$ cat src/rtl/adc_corr_pkg.sv
`timescale 1ns/1ps
// Shared constants and types for the ADC correction pipeline.
// Assumes 1.5-bit stages reporting a 2-bit code with 11 never legal.
package adc_corr_pkg;
    localparam int STAGES = 7;
    typedef logic [1:0] stage_code_t;
    localparam stage_code_t CODE_ILLEGAL = 2'b11;
endpackage

$ cat src/rtl/phase_delay_line.sv
`timescale 1ns/1ps
// Delay line for one stage code. Its flops alternate between the rising
// and falling clock edges. Flop j sits at half-cycle START_FALL + j,
// relative to a rising edge, so LEN flops move a code LEN-1 half-cycles
// later. Assumes the input is stable around the edge of flop 0.
module phase_delay_line
    import adc_corr_pkg::*;
#(
    parameter int START_FALL = 0,
    parameter int LEN        = 2
) (
    input  logic        clk,
    input  logic        rst_n,
    input  stage_code_t d_i,
    output stage_code_t q_o
);
    for (genvar j = 0; j < LEN; j++) begin : g_flop
        stage_code_t src;
        stage_code_t q;
        if (j == 0) begin : g_head
            assign src = d_i;
        end else begin : g_link
            assign src = g_flop[j-1].q;
        end
        if (((START_FALL + j) % 2) == 0) begin : g_rise
            // Capture the code on the first phase (rising edge).
            always_ff @(posedge clk) begin
                if (!rst_n) q <= '0;
                else        q <= src;
            end
        end else begin : g_fall
            // Capture the code on the second phase (falling edge).
            always_ff @(negedge clk) begin
                if (!rst_n) q <= '0;
                else        q <= src;
            end
        end
    end

    assign q_o = g_flop[LEN-1].q;
endmodule

$ cat src/rtl/overlap_adder.sv
`timescale 1ns/1ps
// Combinational merge of the aligned stage codes. Adjacent stages overlap
// by one bit. Because code 11 is never legal, a stage's upper bit and the
// carry arriving at the same position are never both 1, so each carry is
// merged by an OR. codes_i[0] is the most significant stage.
module overlap_adder
    import adc_corr_pkg::*;
#(
    parameter int N     = STAGES,
    localparam int OUT_W = N + 1
) (
    input  stage_code_t [N-1:0] codes_i,
    input  logic                illegal_i,
    output logic [OUT_W-1:0]    sum_o
);
    logic [N-1:0] up_w;   // upper code bit, indexed by weight
    logic [N-1:0] lo_w;   // lower code bit, indexed by weight
    logic [N-1:0] mrg;    // stage upper bit merged with incoming carry

    for (genvar w = 0; w < N; w++) begin : g_split
        assign up_w[w] = codes_i[N-1-w][1];
        assign lo_w[w] = codes_i[N-1-w][0];
    end

    assign sum_o[0]   = lo_w[0];
    assign mrg[0]     = up_w[0];
    for (genvar p = 1; p < N; p++) begin : g_ripple
        assign sum_o[p] = mrg[p-1] ^ lo_w[p];
        assign mrg[p]   = up_w[p] | (mrg[p-1] & lo_w[p]);
    end
    assign sum_o[N] = mrg[N-1];

    logic [OUT_W-1:0] chk_sum;
    // Arithmetic reference for the merged ripple, used only by the checks.
    always_comb begin
        chk_sum = '0;
        for (int i = 0; i < N; i++) begin
            chk_sum = chk_sum + (OUT_W'(codes_i[i]) << (N - 1 - i));
        end
        if (!illegal_i) begin
            AST_SUM_MATCH: assert (sum_o == chk_sum) else $error("sum mismatch");
            for (int p = 1; p < N; p++) begin
                AST_NO_CARRY_CLASH: assert (!(up_w[p] && mrg[p-1] && lo_w[p])) else $error("carry clash");
            end
        end
    end
endmodule

$ cat src/rtl/result_register.sv
`timescale 1ns/1ps
// Output register for the corrected word, the error flag and the valid
// flag. OUT_FALL picks the clock edge on which it captures, which must be
// the edge of the last alignment flop.
module result_register #(
    parameter int OUT_W    = 8,
    parameter int OUT_FALL = 1
) (
    input  logic             clk,
    input  logic             rst_n,
    input  logic [OUT_W-1:0] sum_i,
    input  logic             err_i,
    input  logic             fill_i,
    output logic [OUT_W-1:0] dout_o,
    output logic             err_o,
    output logic             valid_o
);
    if (OUT_FALL != 0) begin : g_fall
        // Capture the result on the second phase (falling edge).
        always_ff @(negedge clk) begin
            if (!rst_n) begin
                dout_o  <= '0;
                err_o   <= 1'b0;
                valid_o <= 1'b0;
            end else begin
                dout_o  <= sum_i;
                err_o   <= err_i;
                valid_o <= fill_i;
            end
        end
        AST_RST_CLEARS: assert property (@(negedge clk)
            !rst_n |=> (dout_o == '0 && !err_o && !valid_o));
        AST_VALID_STICKY: assert property (@(negedge clk) disable iff (!rst_n)
            valid_o |=> valid_o);
    end else begin : g_rise
        // Capture the result on the first phase (rising edge).
        always_ff @(posedge clk) begin
            if (!rst_n) begin
                dout_o  <= '0;
                err_o   <= 1'b0;
                valid_o <= 1'b0;
            end else begin
                dout_o  <= sum_i;
                err_o   <= err_i;
                valid_o <= fill_i;
            end
        end
        AST_RST_CLEARS: assert property (@(posedge clk)
            !rst_n |=> (dout_o == '0 && !err_o && !valid_o));
        AST_VALID_STICKY: assert property (@(posedge clk) disable iff (!rst_n)
            valid_o |=> valid_o);
    end
endmodule

$ cat src/rtl/adc_digital_correction.sv
`timescale 1ns/1ps
// Digital correction for a pipelined ADC with 1.5-bit stages. Stage s is
// sampled at half-cycle s-1 after the first stage's rising edge. Its own
// delay line brings every stage to half-cycle N. The overlap adder merges
// the aligned codes, and the result is registered on the edge of half-cycle
// N+2. Assumes one rising-edge-first sample per cycle and legal codes;
// an 11 code only raises err_o.
module adc_digital_correction
    import adc_corr_pkg::*;
#(
    parameter int NUM_STAGES = STAGES,
    localparam int OUT_W     = NUM_STAGES + 1,
    localparam int OUT_FALL  = NUM_STAGES % 2,
    localparam int FILL      = (NUM_STAGES + 2) / 2 + OUT_FALL,
    localparam int CW        = $clog2(FILL + 1)
) (
    input  logic                             clk,
    input  logic                             rst_n,
    input  logic [NUM_STAGES-1:0][1:0]       stage_code_i,
    output logic [OUT_W-1:0]                 dout_o,
    output logic                             err_o,
    output logic                             valid_o
);
    stage_code_t [NUM_STAGES-1:0] aligned;
    logic [OUT_W-1:0]             sum;
    logic                         illegal;
    logic [CW-1:0]                fill_cnt;
    logic                         fill_done;

    for (genvar i = 0; i < NUM_STAGES; i++) begin : g_stage
        phase_delay_line #(
            .START_FALL(i % 2),
            .LEN       (NUM_STAGES + 1 - i)
        ) u_line (
            .clk  (clk),
            .rst_n(rst_n),
            .d_i  (stage_code_i[i]),
            .q_o  (aligned[i])
        );
    end

    // Flag a sample that holds any illegal code once it is aligned.
    always_comb begin
        illegal = 1'b0;
        for (int i = 0; i < NUM_STAGES; i++) begin
            if (aligned[i] == CODE_ILLEGAL) illegal = 1'b1;
        end
    end

    overlap_adder #(.N(NUM_STAGES)) u_add (
        .codes_i  (aligned),
        .illegal_i(illegal),
        .sum_o    (sum)
    );

    // Count rising edges since reset until the first sample reaches the output.
    always_ff @(posedge clk) begin
        if (!rst_n)              fill_cnt <= '0;
        else if (fill_cnt != CW'(FILL)) fill_cnt <= fill_cnt + CW'(1);
    end
    assign fill_done = (fill_cnt == CW'(FILL));

    AST_FILL_BOUNDED: assert property (@(posedge clk) disable iff (!rst_n)
        fill_cnt <= CW'(FILL));

    result_register #(.OUT_W(OUT_W), .OUT_FALL(OUT_FALL)) u_out (
        .clk    (clk),
        .rst_n  (rst_n),
        .sum_i  (sum),
        .err_i  (illegal),
        .fill_i (fill_done),
        .dout_o (dout_o),
        .err_o  (err_o),
        .valid_o(valid_o)
    );
endmodule

$ cat config.mk
export PLATFORM = sky130hd
export DESIGN_NAME = adc_digital_correction
export DESIGN_NICKNAME = d
export VERILOG_FILES = /design/src/rtl/adc_corr_pkg.sv /design/src/rtl/phase_delay_line.sv /design/src/rtl/overlap_adder.sv /design/src/rtl/result_register.sv /design/src/rtl/adc_digital_correction.sv
export SDC_FILE = /design/constraint.sdc
export NUM_CORES = 1
export LEC_CHECK = 0
export BUFFER_PORTS_ARGS = -buffer_cell sky130_fd_sc_hd__buf_2
export CORE_MARGIN = 2
export CORE_UTILIZATION = 56
export DETAILED_ROUTE_END_ITERATION = 16
export PLACE_DENSITY = 0.86
export SYNTH_ARGS = -nofsm -noshare
export SYNTH_HDL_FRONTEND = slang
export SYNTH_HIERARCHICAL = 1
export SYNTH_SLANG_ARGS = --single-unit
export TNS_END_PERCENT = 5
$ cat constraint.sdc
create_clock -name clk -period 3.6 [get_ports clk]
set_input_delay 0.54 -clock clk [delete_from_list [all_inputs] [get_ports clk]]
set_output_delay 0.54 -clock clk [all_outputs]
set_load 0.02 [all_outputs]
==> results of run 1 <==
sequential cells by signal (all words and copies together), names as in the netlist:
| register | flops |
|---|---|
| g_stage.u_line/g_flop.q | 56 |
| u_out/valid_o | 1 |
| g_stage.u_line/q_o | 14 |
| u_out/dout_o | 8 |
| u_out/err_o | 1 |
| fill_cnt | 3 |
metal layers:
layer	global-route usage [%]	vias to the layer above	part of all wire, %
li1	-	777	-
met1	16.3	666	42
met2	26.7	30	51
met3	6.84	9	4.7
met4	10.1	0	3.2
met5	0	-	0
through the flow:
stage          util, %  instance area (um^2)  power [W]
5_1_grt           69.0                  2980    0.00189
3_5_place_dp      61.6                  2670    0.00112
6_report          69.0                  2980    0.00178
3_3_place_gp      61.6                  2670    0.00112
2_1_floorplan        -                  2500    0.00110
4_1_cts           69.0                  2980    0.00181
area by class of cell:
| type | instances | area [um^2] | area share (%) |
|---|---|---|---|
| Inverter | 2 | 7.51 | 0.252 |
| Sequential cell | 83 | 1660 | 55.7 |
| Clock buffer | 11 | 131 | 4.40 |
| Tap cell | 52 | 65.1 | 2.18 |
| Multi-Input combinational cell | 107 | 761 | 25.5 |
| Clock inverter | 53 | 218 | 7.30 |
| Timing Repair Buffer | 27 | 140 | 4.70 |
kinds of logic after synthesis:
| logic type | count (synthesis) | share of synthesized area, % |
|---|---|---|
| DFF | 83 | 66.4 |
| buffers and inverters | 14 | 3.15 |
| AOI/OAI and AO/OA | 9 | 2.45 |
| adders and majority gates | 8 | 4.00 |
| and+or+nand+nor | 90 | 24.0 |
cells in the mapped netlist (all sizes together):
| cell | count |
|---|---|
| inv | 10 |
| a222oi | 1 |
| o21a | 2 |
| buf | 4 |
| a22oi | 2 |
| or2 | 6 |
| nand3 | 1 |
| and2 | 81 |
| o21ai | 1 |
| a31oi | 1 |
| ha | 8 |
| dfxtp | 83 |
| a21oi | 2 |
| and3 | 2 |
report_power, final:
group / internal, W / total (W) / switching [W]
logic: 0.0000267 / 0.0000499 / 0.0000233
clock network: 0.000349 / 0.000777 / 0.000428
registers: 0.000949 / 0.000958 / 0.00000882
final timing paths:
| check | start | endpoint | slack [ps] | cells past startpoint |
|---|---|---|---|---|
| setup reg to reg | g_stage[5].u_line/q_o[0] | u_out/dout_o[7] | 660 | 13 |
| hold reg to reg | g_stage[6].u_line/q_o[0] | u_out/dout_o[0] | 490 | 1 |
| hold / removal | stage_code_i[4] | g_stage[2].u_line/g_flop[0].q[0] | 390 | 2 |
| setup / recovery | u_out/dout_o[5] | dout_o[5] | 420 | 1 |
==> flow_results.org, run 1 <==
** STA
- Worst Setup Slack, final :: about 420 ps
- The tightest hold path in the finished design has a slack of 390 ps.
- Final setup violating endpoints :: 0
- Number of failing hold endpoints at the final stage :: 0
- Setup repair after global routing missed its margin :: false
- Headroom to the max-slew limit came out at between 70% and 80%.
- For the final database, setup skew stands at approximately 51 ps.
- Count of final max-slew check failures :: 0
- Final sum of negative setup slack :: 0 ps
- At the pin with the least slew margin, the transition time is roughly 340 ps.

** Synthesis
- Synthesis produced a netlist with a net count of about 230.
- Dominant cell type by area after synthesis :: sky130_fd_sc_hd__dfxtp_1
- Sequential fraction of the synthesis area :: between 60% and 70%
- Fraction of post-synthesis cell area in the top cell type by area :: 66.4%
- Gate count after technology mapping :: about 200
- Syn. warnings :: 6
- In this run, distinct cell masters in the synthesized netlist total 16.
- In this run the mean area of a mapped cell was ~12 um^2.
- Post-synth design cell area :: ~2500 um^2
- After synthesis the netlist holds a flip-flop and latch count of 83.
- Top cells by area, synth :: sky130_fd_sc_hd__dfxtp_1, sky130_fd_sc_hd__and2_1, sky130_fd_sc_hd__and2_2

** Global routing
- Wire length of the first global-routing pass :: between 5000 and 6000 um
- Overall Global Routing Usage :: ~16%
- Entering global routing, the biggest net connects 57 pins.
- The initial antenna violation count came to 0.
- Leftover overflow at the end of global routing :: 0
- Via count of the first global-routing pass :: around 1500

** Cells and area
- The area growth from synthesis to layout is 19.3%.
- Final Instance Count excl. Fillers :: 335
- The repair_antennas step left the layout with diodes totalling 0.
- Most frequent cells in the layout :: sky130_fd_sc_hd__dfxtp_1, sky130_fd_sc_hd__and2_1, sky130_fd_sc_hd__inv_1, sky130_fd_sc_hd__and2_2, sky130_fd_sc_hd__buf_2
- Of the cells placed in the final design, the portion with a size suffix greater than 1 is between 20% and 30%.
- Layout net count :: around 300
- Counting the fill cells in the layout gives around 330.
- Leaving out fill and tap cells, the most frequent cell in the layout is sky130_fd_sc_hd__dfxtp_1.

** Floorplan
- Die outline width :: 70.8 um
- Total Die Area :: about 5000 um^2
- 26 I/O pins were placed.
- CORE AREA :: around 4300 um^2
- The initial utilization of the core area, before any placement, comes to a little under 60%.
- The floorplan step set the die height to roughly 71 um.
- In this run the core area contains 24 standard-cell rows.

** Pwr
- In this run the power density over the cells is approximately 600 nW/um^2.
- For this design the static power due to leakage is around 1.6 nW.
- IR analysis of the VDD net gives a maximum drop of 0.368 mV.

** CTS
- The number of hold buffers added after CTS was 0.
- Number of buffers on the longest clock path :: 2
- Clock tree synthesis selected as its root buffer the cell sky130_fd_sc_hd__clkbuf_8.
- Post-CTS repair changed the size of 0 cells.
- CTS H-tree depth :: 3
- The clock net in this run drives a total of between 80 and 90 sinks.
- Clock-pin slew was measured on the worst setup and hold paths at approximately 80 ps.
- TritonCTS clock tree :: built
- In this run the post-CTS setup repair buffer count came out at 0.
- Clock latency on the worst-skew pair, taken at its later pin, is 400 ps.
- Inserted Clock Buffers :: 9

** Placement
- The number of placed instances, taps included, is approximately 280.
- In this run the tool buffered the top-level ports with 25 buffer cells.
- Final weighted congestion of routability-driven global placement :: just under 0.8
- Hpwl dp :: about 2200 um
- Prior to clock tree synthesis, the placed netlist has a worst setup slack of 555 ps.

** Critical path
- The kind of cell with the highest combined delay along the critical path is flip-flops.
- For this design, the slowest cell found on the critical path is sky130_fd_sc_hd__dfxtp_1.
- STA puts the critical path data required time at about 3000 ps.
- Together, buffers and inverters on the worst path number 1.
- In this run the worst path has a maximum fanout of 1.
- The worst setup path is launched from a register.
- The critical path in this run is classified as register to output pin.
- Critical Path AT :: about 2600 ps
- Critical path, cell by cell :: buf_2
- The worst setup path is captured at an output pin.
- Maximum single-stage delay on the critical path :: roughly 300 ps

** Drt
- For this run, design rule violations remaining after detail routing come to 0.
- After detailed routing, the average wire length per cell comes to between 9 and 10 um.
- The routed layout has between 1000 and 1500 vias.
- The first routing iteration left slightly below 50 violations.
- In this run the remaining antenna-violating nets after routing total 0.
- The routed design has around 3300 um of wire.
- Average vias per placed instance :: between 4 and 5
- First-pass detailed-route iteration total :: 4

** Worst hold path
- Kind of path behind the tightest hold check :: input port to register

** Status
- The run finished with clean final reports.

** Run
- Count of maximum capacitance violations :: 0
Power figures use the tool's default switching activity.
==> inputs of run 2 (changes only) <==
--- a/config.mk
+++ b/config.mk
@@ -9,7 +9,7 @@
 export CORE_MARGIN = 2
 export CORE_UTILIZATION = 56
 export DETAILED_ROUTE_END_ITERATION = 16
-export PLACE_DENSITY = 0.86
+export PLACE_DENSITY = 0.77
 export SYNTH_ARGS = -nofsm -noshare
 export SYNTH_HDL_FRONTEND = slang
 export SYNTH_HIERARCHICAL = 1
==> flow_results.org, run 2 (synthesis results as in run 1) <==
** Run
- Count of maximum capacitance violations :: 0 (unchanged)

** CTS
- The post-CTS setup repair buffer count is 0 (unchanged).
- The clock slew seen by the registers of the worst setup and hold paths was 80 ps (about the same).
- The number of buffers inserted during clock tree synthesis was 9 (unchanged).
- The number of H-tree branching levels is 3 (unchanged).
- Post_cts resized :: 0 (unchanged)
- The count of clock tree sinks was 83 (unchanged).
- TritonCTS built the clock tree.
- The root buffer cell chosen for the clock tree is sky130_fd_sc_hd__clkbuf_8.
- Source-to-sink clock delay at the later pin of the worst-skew pair :: 390 ps (about the same)
- Number of buffers on the longest clock path :: 2 (unchanged)
- Number of buffers added to fix hold violations after cts :: 0 (unchanged)

** Critical path
- Worst path bufs/invs :: 1 (unchanged)
- The count of cell instances traversed by the critical path was 1 (unchanged).
- The critical-path maximum fanout came to 1 (unchanged).
- The required time of the critical path was 3060 ps (about the same).
- Worst reg2reg path endpoint :: u_out/dout_o[7]
- The peak per-stage delay on the critical path was 300 ps (about the same).
- The worst reg-to-reg setup slack is 630 ps (-30 ps).
- Count of cells along the worst register-to-register path :: 13 (unchanged)
- STA classifies the critical path startpoint as a register.
- Critical Path AT :: 2640 ps (about the same)
- Source of the worst register-to-register timing path :: g_stage[5].u_line/q_o[0]
- The setup path with the least slack is of type register to output pin.
- Sort of element at the end of the critical path :: output pin
- Critical path, cell by cell :: buf_2
- The cell family contributing the most delay on the critical path is flip-flops.
- Cell at the slowest stage of the critical path :: sky130_fd_sc_hd__dfxtp_1

** Drt
- Via count :: 1474 (-0.54%)
- The first-pass iteration count of the detailed router is 4 (unchanged).
- Average vias per placed instance :: 4.40 (-0.54%)
- ANT nets after route :: 0 (unchanged)
- Number of DRC violations after detailed routing :: 0 (unchanged)
- The number of DRC markers in iteration 0 was 41 (-16%).
- The overall routed net length is 3210 um (-4.1%).
- Post-detailed-route wirelength per cell :: 9.59 um (-4.1%)

** Placement
- Final weighted congestion of routability-driven global placement :: 0.696 (-10%)
- Number of placed instances, taps included :: 279 (unchanged)
- The number of port buffers came to 25 (unchanged).
- Hpwl dp :: 2020 um (-10%)

** Global routing
- Wire length of the first global-routing pass :: 5730 um (-4.0%)
- The largest net degree at the start of global routing is 49 (-14%).
- Antenna violations before repair :: 0 (unchanged)
- The combined global-route utilization of all metal layers was 15.5% (-0.43 points).
- Via count of the first global-routing pass :: 1375 (-5.2%)
- The remaining global-route overflow was 0 (unchanged).

** Cells and area
- The total inserted antenna cells came to 0 (unchanged).
- Layout net count :: 302 (unchanged)
- The total area of multi-input combinational cells came to 761 um^2 (unchanged).
- The final standard cell count with taps included and fillers excluded was 335 (unchanged).
- Largest register by flop count :: g_stage.u_line/g_flop.q
- Max FFs per register :: 56 (unchanged)
- Most frequent cells in the layout :: sky130_fd_sc_hd__dfxtp_1, sky130_fd_sc_hd__and2_1, sky130_fd_sc_hd__inv_1, sky130_fd_sc_hd__and2_2, sky130_fd_sc_hd__buf_2
- Commonest non-fill, non-tap cell in the layout :: sky130_fd_sc_hd__dfxtp_1
- Relative to the synthesized area, the layout overhead comes to 23.1%.
- The fill cell instance count of the final layout came to 330 (-1.2%).
- Area occupied by registers :: 1660 um^2 (unchanged)
- The share of cells above drive strength 1 is 25.8% (+1.1 points).

** Floorplan
- CORE AREA :: 4320 um^2 (unchanged)
- The floorplan die area was 5020 um^2 (unchanged).
- The width of the chip was 70.8 um (unchanged).
- # rows :: 24 (unchanged)
- The height of the die is 70.8 um (unchanged).
- Initial core utilization :: 57.8% (unchanged)
- Number of placed I/O pins :: 26 (unchanged)

** Worst hold path
- The worst hold path terminates at g_stage[2].u_line/g_flop[0].q[0].
- Cell depth of the worst min-delay path :: 2 (unchanged)
- The worst hold path begins at stage_code_i[4].
- The min-delay analysis places its worst path in the category input port to register.

** STA
- The worst hold slack across all endpoints is 394 ps (+4.24 ps).
- Worst slew pin tran :: 309 ps (-30.5 ps)
- Count of final max-slew check failures :: 0 (unchanged)
- Setup repair after global routing missed its margin :: false
- The final setup violation count came to 0 (unchanged).
- The number of endpoints with negative hold slack in the final report is 0 (unchanged).
- Worst relative slew slack :: 79.4% (+2.0 points)
- The largest clock skew in the final design is 47.9 ps (-3.36 ps).
- Final sum of negative setup slack :: 0 ps (unchanged)

** Pwr
- Power density of the placed cells :: 655 nW/um^2 (+9.6%)
- Worst vdd rail ir drop :: 0.430 mV (+17%)
- The overall power was 0.00202 W (+13%).
- The standby leakage power came to 1.59 nW (+2.8%).

** Status
- The run finished with clean final reports.
[run 2: layout make-up]
cell class / instances / area share, %
repair buffers: 27 / 4.55
well taps: 52 / 2.11
multi-input cells: 107 / 24.7
clock inverters: 52 / 8.33
flip-flops and latches: 83 / 54.0
clock buffers: 12 / 6.10
inverters: 2 / 0.244
[run 2: per-layer routing]
| layer | part of all wire (%) | global-route usage (%) |
|---|---|---|
| met1 | 43 | 14.9 |
| met2 | 49 | 26.1 |
| met3 | 5.4 | 8.97 |
| met4 | 2.4 | 8.18 |
| met5 | 0 | 0 |
[run 2: how the worst max path moves through the flow]
stage,from,to,slack [ps]
floorplan,g_stage[5].u_line/q_o[0],u_out/dout_o[7],810
global placement,rst_n,g_stage[0].u_line/g_flop[3].q[1],580
detailed placement,rst_n,g_stage[0].u_line/g_flop[3].q[1],570
CTS,u_out/valid_o,valid_o,390
global route,u_out/err_o,err_o,370
finish,u_out/valid_o,valid_o,420
[run 2: report_power, final]
part	internal [W]	leakage (nW)	switching, W
Combinational	0.0000265	0.532	0.0000233
Sequential	0.000949	0.677	0.00000822
Clock	0.000566	0.385	0.000445
Total	0.00154	1.59	0.000476
[run 2: worst register-to-register path: cells and delay by family, from the launching register on]
kind	cells	cell delay (ps)
AND/OR/NAND/NOR	7	1470
adder cells (fa/ha/maj)	6	1060
flip-flops	1	310
[run 2: through the flow]
step / setup slack [ps] / util, % / cell area (um^2)
6_report: 416 / 71.2 / 3080
5_1_grt: 370 / 71.2 / 3080
4_1_cts: 389 / 71.2 / 3080
3_5_place_dp: 571 / 61.6 / 2670
3_3_place_gp: 580 / 61.6 / 2670
2_1_floorplan: 813 / - / 2500
==> inputs of run 3 (changes only) <==
--- a/config.mk
+++ b/config.mk
@@ -6,10 +6,12 @@
 export NUM_CORES = 1
 export LEC_CHECK = 0
 export BUFFER_PORTS_ARGS = -buffer_cell sky130_fd_sc_hd__buf_2
+export CAP_MARGIN = 25
 export CORE_MARGIN = 2
-export CORE_UTILIZATION = 56
+export CORE_UTILIZATION = 59
+export CTS_BUF_LIST = sky130_fd_sc_hd__clkbuf_2
 export DETAILED_ROUTE_END_ITERATION = 16
-export PLACE_DENSITY = 0.77
+export PLACE_DENSITY = 0.81
 export SYNTH_ARGS = -nofsm -noshare
 export SYNTH_HDL_FRONTEND = slang
 export SYNTH_HIERARCHICAL = 1
==> flow_results.org, run 3 (synthesis results as in run 1) <==
** STA
- Final setup violating endpoints :: 0 (unchanged)
- The headroom to the max-slew limit is 82.7% (+3.3 points).
- Number of failing hold endpoints at the final stage :: 0 (unchanged)
- Setup repair after global routing missed its margin :: false
- The transition time at the pin with the least slew margin is 260 ps (-49.1 ps).
- Worst Setup Slack, final :: 298 ps (-118 ps)
- The summed negative setup slack over all endpoints is 0 ps (unchanged).
- The worst hold slack across all endpoints came to 219 ps (-175 ps).
- The largest clock skew in the final design is 33.6 ps (-14.3 ps).
- Count of final max-slew check failures :: 0 (unchanged)

** Drt
- The post-detailed-route count of antenna-violating nets came to 0 (unchanged).
- The ratio of routed vias to standard cells was 4.49 (+2.1%).
- The via count of the routed design was 1491 (+1.2%).
- The number of remaining DRC errors came to 0 (unchanged).
- Wirelength, routed :: 3130 um (-2.6%)
- First-pass detailed-route iteration total :: 4 (unchanged)
- The average wire length per cell after detail routing came to 9.42 um (-1.7%).
- The number of DRC markers in iteration 0 was 42 (+2.4%).

** Critical path
- CP required :: 3060 ps (about the same)
- The worst reg-to-reg setup slack came to 640 ps (about the same).
- The kind of cell with the highest combined delay along the critical path is flip-flops.
- Cell at the slowest stage of the critical path :: sky130_fd_sc_hd__dfxtp_1
- Count of cells along the worst register-to-register path :: 13 (unchanged)
- CP endpoint :: dout_o[0]
- Launching element of the worst setup path :: u_out/dout_o[0]
- Sort of element at the end of the critical path :: output pin
- The worst register-to-register path ends at u_out/dout_o[7].
- The worst register-to-register path begins at g_stage[5].u_line/q_o[0].
- The peak per-stage delay on the critical path is 300 ps (about the same).
- Worst path bufs/invs :: 1 (unchanged)
- The count of cell instances traversed by the critical path came to 1 (unchanged).
- Critical Path AT :: 2760 ps (+120 ps)
- The worst setup path is launched from a register.
- Maximum fanout along the worst path :: 1 (unchanged)
- Walking the worst path, the cells encountered are buf_2.
- Path type of the worst setup path :: register to output pin

** Placement
- Final weighted congestion of routability-driven global placement :: 0.699 (+0.55%)
- The number of port buffers is 25 (unchanged).
- The total half-perimeter wirelength after legalization and detailed placement was 2000 um (-0.91%).
- The pre-CTS setup slack was 628 ps (+57.2 ps).

** CTS
- Number of buffers on the longest clock path :: 2 (unchanged)
- The post-CTS resize count was 0 (unchanged).
- Number of buffers added to fix hold violations after cts :: 0 (unchanged)
- TritonCTS clock tree :: built
- The count of clock tree sinks was 83 (unchanged).
- The insertion delay of the later-clocked pin in the worst-skew pair is 520 ps (+130 ps).
- Inserted Clock Buffers :: 9 (unchanged)
- The number of H-tree branching levels was 3 (unchanged).
- The cell sitting at the root of the clock tree is a sky130_fd_sc_hd__clkbuf_2.
- Reg clk slew, reported paths :: 210 ps (+130 ps)
- Buffer count from post-CTS setup fixing :: 0 (unchanged)

** Global routing
- Antenna violations before repair :: 0 (unchanged)
- Via count of the first global-routing pass :: 1391 (+1.2%)
- Overall Global Routing Usage :: 15.0% (-0.46 points)
- Leftover overflow at the end of global routing :: 0 (unchanged)
- The largest net degree at the start of global routing was 84 (+71%).
- Wire length of the first global-routing pass :: 5470 um (-4.5%)

** Run
- The max-capacitance violation count was 0 (unchanged).

** Cells and area
- Synthesis-to-layout area growth :: 17.3%
- Max FFs per register :: 56 (unchanged)
- The share of cells above drive strength 1 came to 25.5% (-0.26 points).
- The total inserted antenna cells is 0 (unchanged).
- More flip-flops sit in one register than any other, and that register is g_stage.u_line/g_flop.q.
- The library cells used most frequently in the layout, excluding fill and tap cells, are sky130_fd_sc_hd__dfxtp_1, sky130_fd_sc_hd__and2_1, sky130_fd_sc_hd__inv_1, sky130_fd_sc_hd__and2_2, sky130_fd_sc_hd__buf_2.
- Number of fillers in the final layout :: 292 (-12%)
- Commonest non-fill, non-tap cell in the layout :: sky130_fd_sc_hd__dfxtp_1
- The total number of nets in the final design is 301 (-0.33%).
- The final cell utilization of the core was 72.8% (+1.6 points).

** Floorplan
- The width of the chip is 69.1 um (-2.4%).
- The count of standard-cell rows came to 23 (-4.2%).
- The total core area is 4030 um^2 (-6.8%).
- The height of the die is 69.1 um (-2.4%).
- The effective utilization at floorplan is 62.1% (+4.2 points).
- Number of placed I/O pins :: 26 (unchanged)
- Total Die Area :: 4780 um^2 (-4.8%)

** Pwr
- The standby leakage power came to 1.54 nW (-3.3%).
- Worst vdd rail ir drop :: 0.399 mV (-7.2%)
- The areal power density over the cells is 571 nW/um^2 (-13%).

** Status
- The flow ran to the end, and the final reports show no timing, DRC or antenna violations.

** Worst hold path
- In this run the worst hold path is classified as input port to register.
## run 3: per-stage QoR
| step | instance area, um^2 | power [W] | cells |
|---|---|---|---|
| 2_1_floorplan | 2500 | 0.00110 | 204 |
| 3_3_place_gp | 2670 | 0.00112 | 276 |
| 5_1_grt | 2930 | 0.00179 | 332 |
| 4_1_cts | 2930 | 0.00170 | 332 |
| 6_report | 2930 | 0.00167 | 332 |
| 3_5_place_dp | 2670 | 0.00112 | 276 |
## run 3: report_power, final
group | switching, W | internal [W]
combinational | 0.0000233 | 0.0000275
clock | 0.000409 | 0.000259
sequential | 0.00000818 | 0.000946
## run 3: cell type report
class | instances | area (um^2) | share of cell area [%]
clock buffers | 10 | 50.0 | 1.71
well taps | 50 | 62.6 | 2.13
multi-input cells | 107 | 761 | 25.9
inverters | 2 | 7.51 | 0.256
clock inverters | 54 | 245 | 8.36
flip-flops and latches | 83 | 1660 | 56.7
repair buffers | 26 | 145 | 4.95
## run 3: worst min-delay path by stage
| stage | from | endpoint | cells past startpoint |
|---|---|---|---|
| floorplan | fill_cnt[2] | fill_cnt[2] | 1 |
| global placement | g_stage[6].u_line/q_o[0] | u_out/dout_o[0] | 1 |
| detailed placement | g_stage[6].u_line/q_o[0] | u_out/dout_o[0] | 1 |
| CTS | stage_code_i[4] | g_stage[2].u_line/g_flop[0].q[0] | 2 |
| global route | stage_code_i[4] | g_stage[2].u_line/g_flop[0].q[0] | 2 |
| finish | stage_code_i[4] | g_stage[2].u_line/g_flop[0].q[0] | 2 |
## run 3: per-layer routing
| layer | routed length [um] | global-route usage [%] | vias up |
|---|---|---|---|
| met5 | 0 | 0 | - |
| met4 | 71 | 11.3 | 0 |
| met3 | 165 | 6.14 | 6 |
| met2 | 1590 | 25.1 | 32 |
| met1 | 1300 | 14.7 | 673 |
| li1 | - | - | 780 |
